===== src/rtl/kwdt_pkg.sv =====
package kwdt_pkg;

    localparam int CTRL_W = 8;
    localparam int KEY_W  = 5;
    localparam int SEL_W  = 3;
    localparam int FLAG_W = 2;

    localparam logic [KEY_W-1:0]  KEY_ON_A = 5'b01010;
    localparam logic [KEY_W-1:0]  KEY_ON_B = 5'b10101;
    localparam logic [CTRL_W-1:0] CTRL_POR = 8'b0101_0011;

    typedef struct packed {
        logic [KEY_W-1:0] key;
        logic [SEL_W-1:0] sel;
    } ctrl_t;

    typedef struct packed {
        logic timeout;
        logic key_fault;
    } flags_t;

    typedef enum logic {
        REG_CTRL = 1'b0,
        REG_FLAG = 1'b1
    } reg_sel_e;

    function automatic logic key_is_legal(input logic [KEY_W-1:0] k);
        return (k == KEY_ON_A) || (k == KEY_ON_B);
    endfunction

    function automatic int unsigned window_exp(input logic [SEL_W-1:0] s,
                                               input int unsigned min_exp);
        if (s <= SEL_W'(1))
            return min_exp;
        return min_exp + int'(s) - 1;
    endfunction

endpackage


===== src/rtl/kwdt_tick_gen.sv =====
module kwdt_tick_gen #(
    parameter int SYNC_STAGES = 2,
    parameter int PRE_DIV     = 8
) (
    input  logic clk,
    input  logic rst,
    input  logic osc_in,
    output logic tick
);
    localparam int PRE_W = $clog2(PRE_DIV);

    logic [SYNC_STAGES-1:0] sync_q;
    logic                   osc_prev_q;
    logic [PRE_W-1:0]       pre_q;
    logic                   osc_rise;

    generate
        if (SYNC_STAGES == 1) begin : g_sync_one
            always_ff @(posedge clk) begin
                if (rst) sync_q <= '0;
                else     sync_q <= osc_in;
            end
        end else begin : g_sync_chain
            always_ff @(posedge clk) begin
                if (rst) sync_q <= '0;
                else     sync_q <= {sync_q[SYNC_STAGES-2:0], osc_in};
            end
        end
    endgenerate

    assign osc_rise = sync_q[SYNC_STAGES-1] & ~osc_prev_q;
    assign tick     = osc_rise && (pre_q == PRE_W'(PRE_DIV - 1));

    always_ff @(posedge clk) begin
        if (rst) begin
            osc_prev_q <= 1'b0;
            pre_q      <= '0;
        end else begin
            osc_prev_q <= sync_q[SYNC_STAGES-1];
            if (osc_rise)
                pre_q <= (pre_q == PRE_W'(PRE_DIV - 1)) ? '0 : pre_q + PRE_W'(1);
        end
    end
endmodule


===== src/rtl/kwdt_timeout_ctr.sv =====
module kwdt_timeout_ctr
    import kwdt_pkg::*;
#(
    parameter int MIN_EXP = 5,
    localparam int MAX_EXP = MIN_EXP + (1 << SEL_W) - 2,
    localparam int CNT_W   = MAX_EXP + 1
) (
    input  logic             clk,
    input  logic             rst,
    input  logic             tick,
    input  logic             kick,
    input  logic             halt,
    input  logic [SEL_W-1:0] sel,
    output logic             fire,
    output logic [CNT_W-1:0] count
);
    logic [CNT_W-1:0] term;
    logic [CNT_W-1:0] next_cnt;

    assign term     = CNT_W'(1) << window_exp(sel, MIN_EXP);
    assign next_cnt = count + CNT_W'(tick);
    assign fire     = !halt && !kick && (next_cnt >= term);

    always_ff @(posedge clk) begin
        if (rst)                      count <= '0;
        else if (halt || kick || fire) count <= '0;
        else                          count <= next_cnt;
    end
endmodule


===== src/rtl/kwdt_key_guard.sv =====
module kwdt_key_guard
    import kwdt_pkg::*;
#(
    parameter int DELAY = 4,
    localparam int DLY_W = (DELAY > 2) ? $clog2(DELAY) : 1
) (
    input  logic             clk,
    input  logic             rst,
    input  logic [KEY_W-1:0] key,
    output logic             key_bad,
    output logic             fire
);
    logic [DLY_W-1:0] wait_q;

    assign key_bad = !key_is_legal(key);
    assign fire    = key_bad && (wait_q == DLY_W'(DELAY - 1));

    always_ff @(posedge clk) begin
        if (rst || !key_bad) wait_q <= '0;
        else if (fire)       wait_q <= '0;
        else                 wait_q <= wait_q + DLY_W'(1);
    end
endmodule


===== src/rtl/kwdt_regs.sv =====
module kwdt_regs
    import kwdt_pkg::*;
(
    input  logic              clk,
    input  logic              rst,
    input  logic              we,
    input  logic              addr,
    input  logic [CTRL_W-1:0] wdata,
    input  logic              set_key_fault,
    input  logic              set_timeout,
    output ctrl_t             ctrl,
    output flags_t            flags,
    output logic [CTRL_W-1:0] rdata
);
    flags_t flags_nxt;
    reg_sel_e sel_reg;

    assign sel_reg = reg_sel_e'(addr);

    always_comb begin
        flags_nxt = flags;
        if (we && sel_reg == REG_FLAG)
            flags_nxt = flags & flags_t'(wdata[FLAG_W-1:0]);
        if (set_key_fault) flags_nxt.key_fault = 1'b1;
        if (set_timeout)   flags_nxt.timeout   = 1'b1;
    end

    always_ff @(posedge clk) begin
        if (rst) begin
            ctrl  <= ctrl_t'(CTRL_POR);
            flags <= '0;
        end else begin
            if (we && sel_reg == REG_CTRL)
                ctrl <= ctrl_t'(wdata);
            flags <= flags_nxt;
        end
    end

    always_comb begin
        case (sel_reg)
            REG_CTRL: rdata = ctrl;
            default:  rdata = {{(CTRL_W-FLAG_W){1'b0}}, flags};
        endcase
    end
endmodule


===== src/rtl/keyed_wdt.sv =====
module keyed_wdt
    import kwdt_pkg::*;
#(
    parameter int SYNC_STAGES = 2,
    parameter int PRE_DIV     = 8,
    parameter int MIN_EXP     = 5,
    parameter int KEY_DELAY   = 4,
    localparam int CNT_W      = MIN_EXP + (1 << SEL_W) - 1
) (
    input  logic        clk,
    input  logic        rst,
    input  logic        osc_in,
    input  logic        kick,
    input  logic        bus_we,
    input  logic        bus_addr,
    input  logic [7:0]  bus_wdata,
    output logic [7:0]  bus_rdata,
    output logic        rst_req
);
    ctrl_t            ctrl_q;
    flags_t           flags_q;
    logic             tick;
    logic             key_bad;
    logic             key_fire;
    logic             tmo_fire;
    logic [CNT_W-1:0] tmo_count;

    kwdt_tick_gen #(.SYNC_STAGES(SYNC_STAGES), .PRE_DIV(PRE_DIV)) u_tick (
        .clk(clk), .rst(rst), .osc_in(osc_in), .tick(tick)
    );

    kwdt_key_guard #(.DELAY(KEY_DELAY)) u_guard (
        .clk(clk), .rst(rst), .key(ctrl_q.key),
        .key_bad(key_bad), .fire(key_fire)
    );

    kwdt_timeout_ctr #(.MIN_EXP(MIN_EXP)) u_ctr (
        .clk(clk), .rst(rst), .tick(tick), .kick(kick), .halt(key_bad),
        .sel(ctrl_q.sel), .fire(tmo_fire), .count(tmo_count)
    );

    kwdt_regs u_regs (
        .clk(clk), .rst(rst), .we(bus_we), .addr(bus_addr), .wdata(bus_wdata),
        .set_key_fault(key_fire), .set_timeout(tmo_fire),
        .ctrl(ctrl_q), .flags(flags_q), .rdata(bus_rdata)
    );

    always_ff @(posedge clk) begin
        if (rst) rst_req <= 1'b0;
        else     rst_req <= key_fire | tmo_fire;
    end
endmodule


===== config.mk =====
export PLATFORM = sky130hd
export DESIGN_NAME = keyed_wdt
export DESIGN_NICKNAME = d
export VERILOG_FILES = /design/src/rtl/kwdt_pkg.sv /design/src/rtl/kwdt_tick_gen.sv /design/src/rtl/kwdt_timeout_ctr.sv /design/src/rtl/kwdt_key_guard.sv /design/src/rtl/kwdt_regs.sv /design/src/rtl/keyed_wdt.sv
export SDC_FILE = /design/constraint.sdc
export NUM_CORES = 1
export LEC_CHECK = 0
export ABC_AREA = 1
export BUFFER_PORTS_ARGS = -buffer_cell sky130_fd_sc_hd__buf_4
export CAP_MARGIN = 10
export CORE_MARGIN = 5
export CORE_UTILIZATION = 35
export DETAILED_ROUTE_END_ITERATION = 8
export GPL_ROUTABILITY_DRIVEN = 0
export PLACE_DENSITY = 0.6
export SYNTH_ARGS = -nofsm -noshare
export SYNTH_HDL_FRONTEND = slang
export SYNTH_SLANG_ARGS = --single-unit

===== constraint.sdc =====
create_clock -name clk -period 3.8 [get_ports clk]
set_input_delay 0.38 -clock clk [delete_from_list [all_inputs] [get_ports clk]]
set_output_delay 0.38 -clock clk [all_outputs]
set_load 0.05 [all_outputs]

==> qor.yml <==
drt:
  drt_pass1_iterations: 4
  drc_errors: 0
  viasPerCell: 4.39
  wl_um: 3790
  routedWlPerCell_um: 9.93
  drtAntennaViolNets: 0
  num_vias: 1677
  drt_iter0_markers: 77
clock_tree:
  tritoncts: "yes"
  cts-root-buf: "clkbuf_8"
  cts.repair.resized: 0
  cts.sinks: 31
  cts.path.max_buffers: 2
  insertion_delay_ns: 0.28
  cts_max_level: 2
  clkTransAtPathRegs_ns: 0.07
  postCtsSetupRepairBufs: 0
  numCtsBuffers: 5
  hold_buffers: 0
critical_path:
  path_max_fanout: 12
  crit_path_end_kind: "flip-flop"
  startpoint_type: "flip-flop"
  crit_arrival_ns: 3.44
  worst-r2r-setup-slack_ns: 0.57
  worstPathRequired_ns: 4.01
  critPathKind: "flip-flop to flip-flop"
yosys:
  synthCells: 284
  syn-cell-area_um2: 1990
  yosys_warnings: 0
  synth_cell_types: 31
  synth-seq-cells: 31
  synth_area_per_cell_um2: 7.00
  ys_seq_area_share_pct: 31.2
  syn-num-nets: 318
sta:
  tightestPinTransition_ns: 0.434
  slew_viol_final: 0
  rsz0062_at_grt: "false"
  fmax_ghz: 0.310
  period_share_pct: 84.9
  fin_ws_ns: 0.574
  finalHoldViolations: 0
  finalSetupViolCount: 0
  fin_tns_setup_ns: 0
  fin_skew_ns: 0.00749
  fin_crit_ns: 3.23
  max-slew-margin-rel_pct: 71.0
global_routing:
  antenna_found_initial: 0
  grt_pass1_wl_um: 6690
  track_usage_pct: 11.3
  grt_pass1_vias: 1583
  grt_overflow: 0
  grt_max_degree: 14
finish:
  mostFrequentLayoutCell: "nand2_1"
  area_growth_pct: 17.4
  final_layout_size_suffix_gt1_share_pct: 20.6
  diodes: 0
  final_cell_mix: "nand2_1, inv_1, nor2_1, dfxtp_1, buf_4"
  finalNetCount: 343
placement:
  numPortBuffers: 22
  place_ws_ns: 0.452
  dp_hpwl_um: 3110
power:
  switching_share_pct: 29.8
  combPwrFrac_pct: 22.2
  finalPower_uw: 856
  p_int_uw: 601
  p_leak_uw: 0.00117
  peakVddDrop_mv: 0.292
  clock_power_share_pct: 37.1
  pwr-share-seq_pct: 40.7
  p_sw_uw: 255
  powerDensity_nw_per_um2: 367
floorplan:
  dieArea_um2: 7290
  row_count: 27
  start_util_pct: 36.1
  core_um2: 5510
  fp.dieW_um: 85.4
  die_h_um: 85.4
  io_pins: 23
run:
  cap_violations: 0
min_path:
  hp-class: "input port to flip-flop"
outcome:
  run_status: "complete, no violations"
worst paths after layout:
path	startpoint	endpoint	depth (start not counted)
setup / recovery	u_tick.pre_q[0]	u_ctr.count[0]	22
hold / removal	osc_in	u_tick.sync_q[0]	3
setup reg to reg	u_tick.pre_q[0]	u_ctr.count[0]	22
hold reg to reg	u_tick.sync_q[0]	u_tick.sync_q[1]	2
routing by layer:
metal	wire [µm]	global-route usage (%)	vias to the layer above
li1	-	-	934
met1	1850	13.9	709
met2	1730	18.4	30
met3	170	3.88	4
met4	38	3.88	0
met5	0	0	-
stage by stage:
step                cells  hold slack, ns  util [%]  cell area (µm²)
floorplan             284           0.388         -             1990
global placement      374           0.390      40.2             2210
detailed placement    374           0.396      40.2             2210
CTS                   382           0.283      42.2             2330
global route          382           0.290      42.4             2330
finish                382           0.291      42.4             2330
registers in the layout, summed over array words and instances (netlist names):
signal and cells:
rst_req 1, u_ctr.count 12, u_guard.wait_q 2, u_regs.ctrl 8, u_regs.flags 2, u_tick.osc_prev_q 1, u_tick.pre_q 3, u_tick.sync_q 2
layout make-up:
type                            count  area (µm²)
Inverter                           52         195
Fill cell                         583        3170
Clock inverter                      3        43.8
Sequential cell                    31         621
Tap cell                           72        90.1
Multi-Input combinational cell    197        1150
Clock buffer                        5        68.8
Timing Repair Buffer               22         165
power by group through the flow:
stage	sequential, µW	clock (µW)	combinational, µW
final	348	317	190
after global routing	349	342	217
after CTS	348	329	188
after detailed placement	356	0	187
after global placement	355	0	185
after floorplan	356	0	143
logic make-up after synthesis:
family          Yosys count  share of synthesized area (%)
simple gates            140                           32.5
xor+xnor                  5                           2.58
flops                    31                           31.2
compound gates           32                           9.75
buf+inv                  56                           11.3
fa+ha+maj                20                           12.6
synthesized netlist by cell type:
cell type | n | area share, %
nand2_1 | 58 | 11
nand4_2 | 1 | 0.63
nor2_4 | 1 | 0.57
nand2_2 | 4 | 1.3
o211a_1 | 1 | 0.50
a21oi_2 | 1 | 0.44
or2_2 | 1 | 0.31
a21o_1 | 2 | 0.75
o21bai_1 | 1 | 0.38
xnor2_2 | 1 | 0.82
or2_4 | 1 | 0.44
or2_0 | 1 | 0.31
inv_1 | 49 | 9.3
clkbuf_1 | 2 | 0.38
nor3_1 | 1 | 0.25
and2_2 | 1 | 0.38
xnor2_1 | 1 | 0.44
buf_6 | 2 | 1.1
nand3_1 | 16 | 4.0
nor2_1 | 34 | 6.4
nand4_1 | 3 | 0.94
a21oi_1 | 10 | 2.5
nor3_2 | 2 | 1.0
o21ai_2 | 2 | 0.88
dfxtp_1 | 31 | 31
o21ai_0 | 11 | 2.8
ha_1 | 20 | 13
nor2_2 | 16 | 5.0
inv_2 | 3 | 0.57
xor2_1 | 3 | 1.3
o211ai_1 | 4 | 1.5
critical path: stages (launching register included):
cell and delay [ns]:
dfxtp_1 0.35, ha_1 0.15, ha_1 0.15, inv_1 0.04, nor2_1 0.11, ha_1 0.24
ha_1 0.27, inv_1 0.06, nor2_1 0.12, nand2_1 0.07, nor2_1 0.11, xor2_1 0.22
inv_1 0.07, ha_1 0.29, nand2_1 0.06, nor2_1 0.05, nand2_1 0.06, inv_1 0.03
nand2_1 0.07, inv_1 0.05, nor2_1 0.15, nand4_4 0.26, nor2_1 0.16
Power figures use the tool's default switching activity.
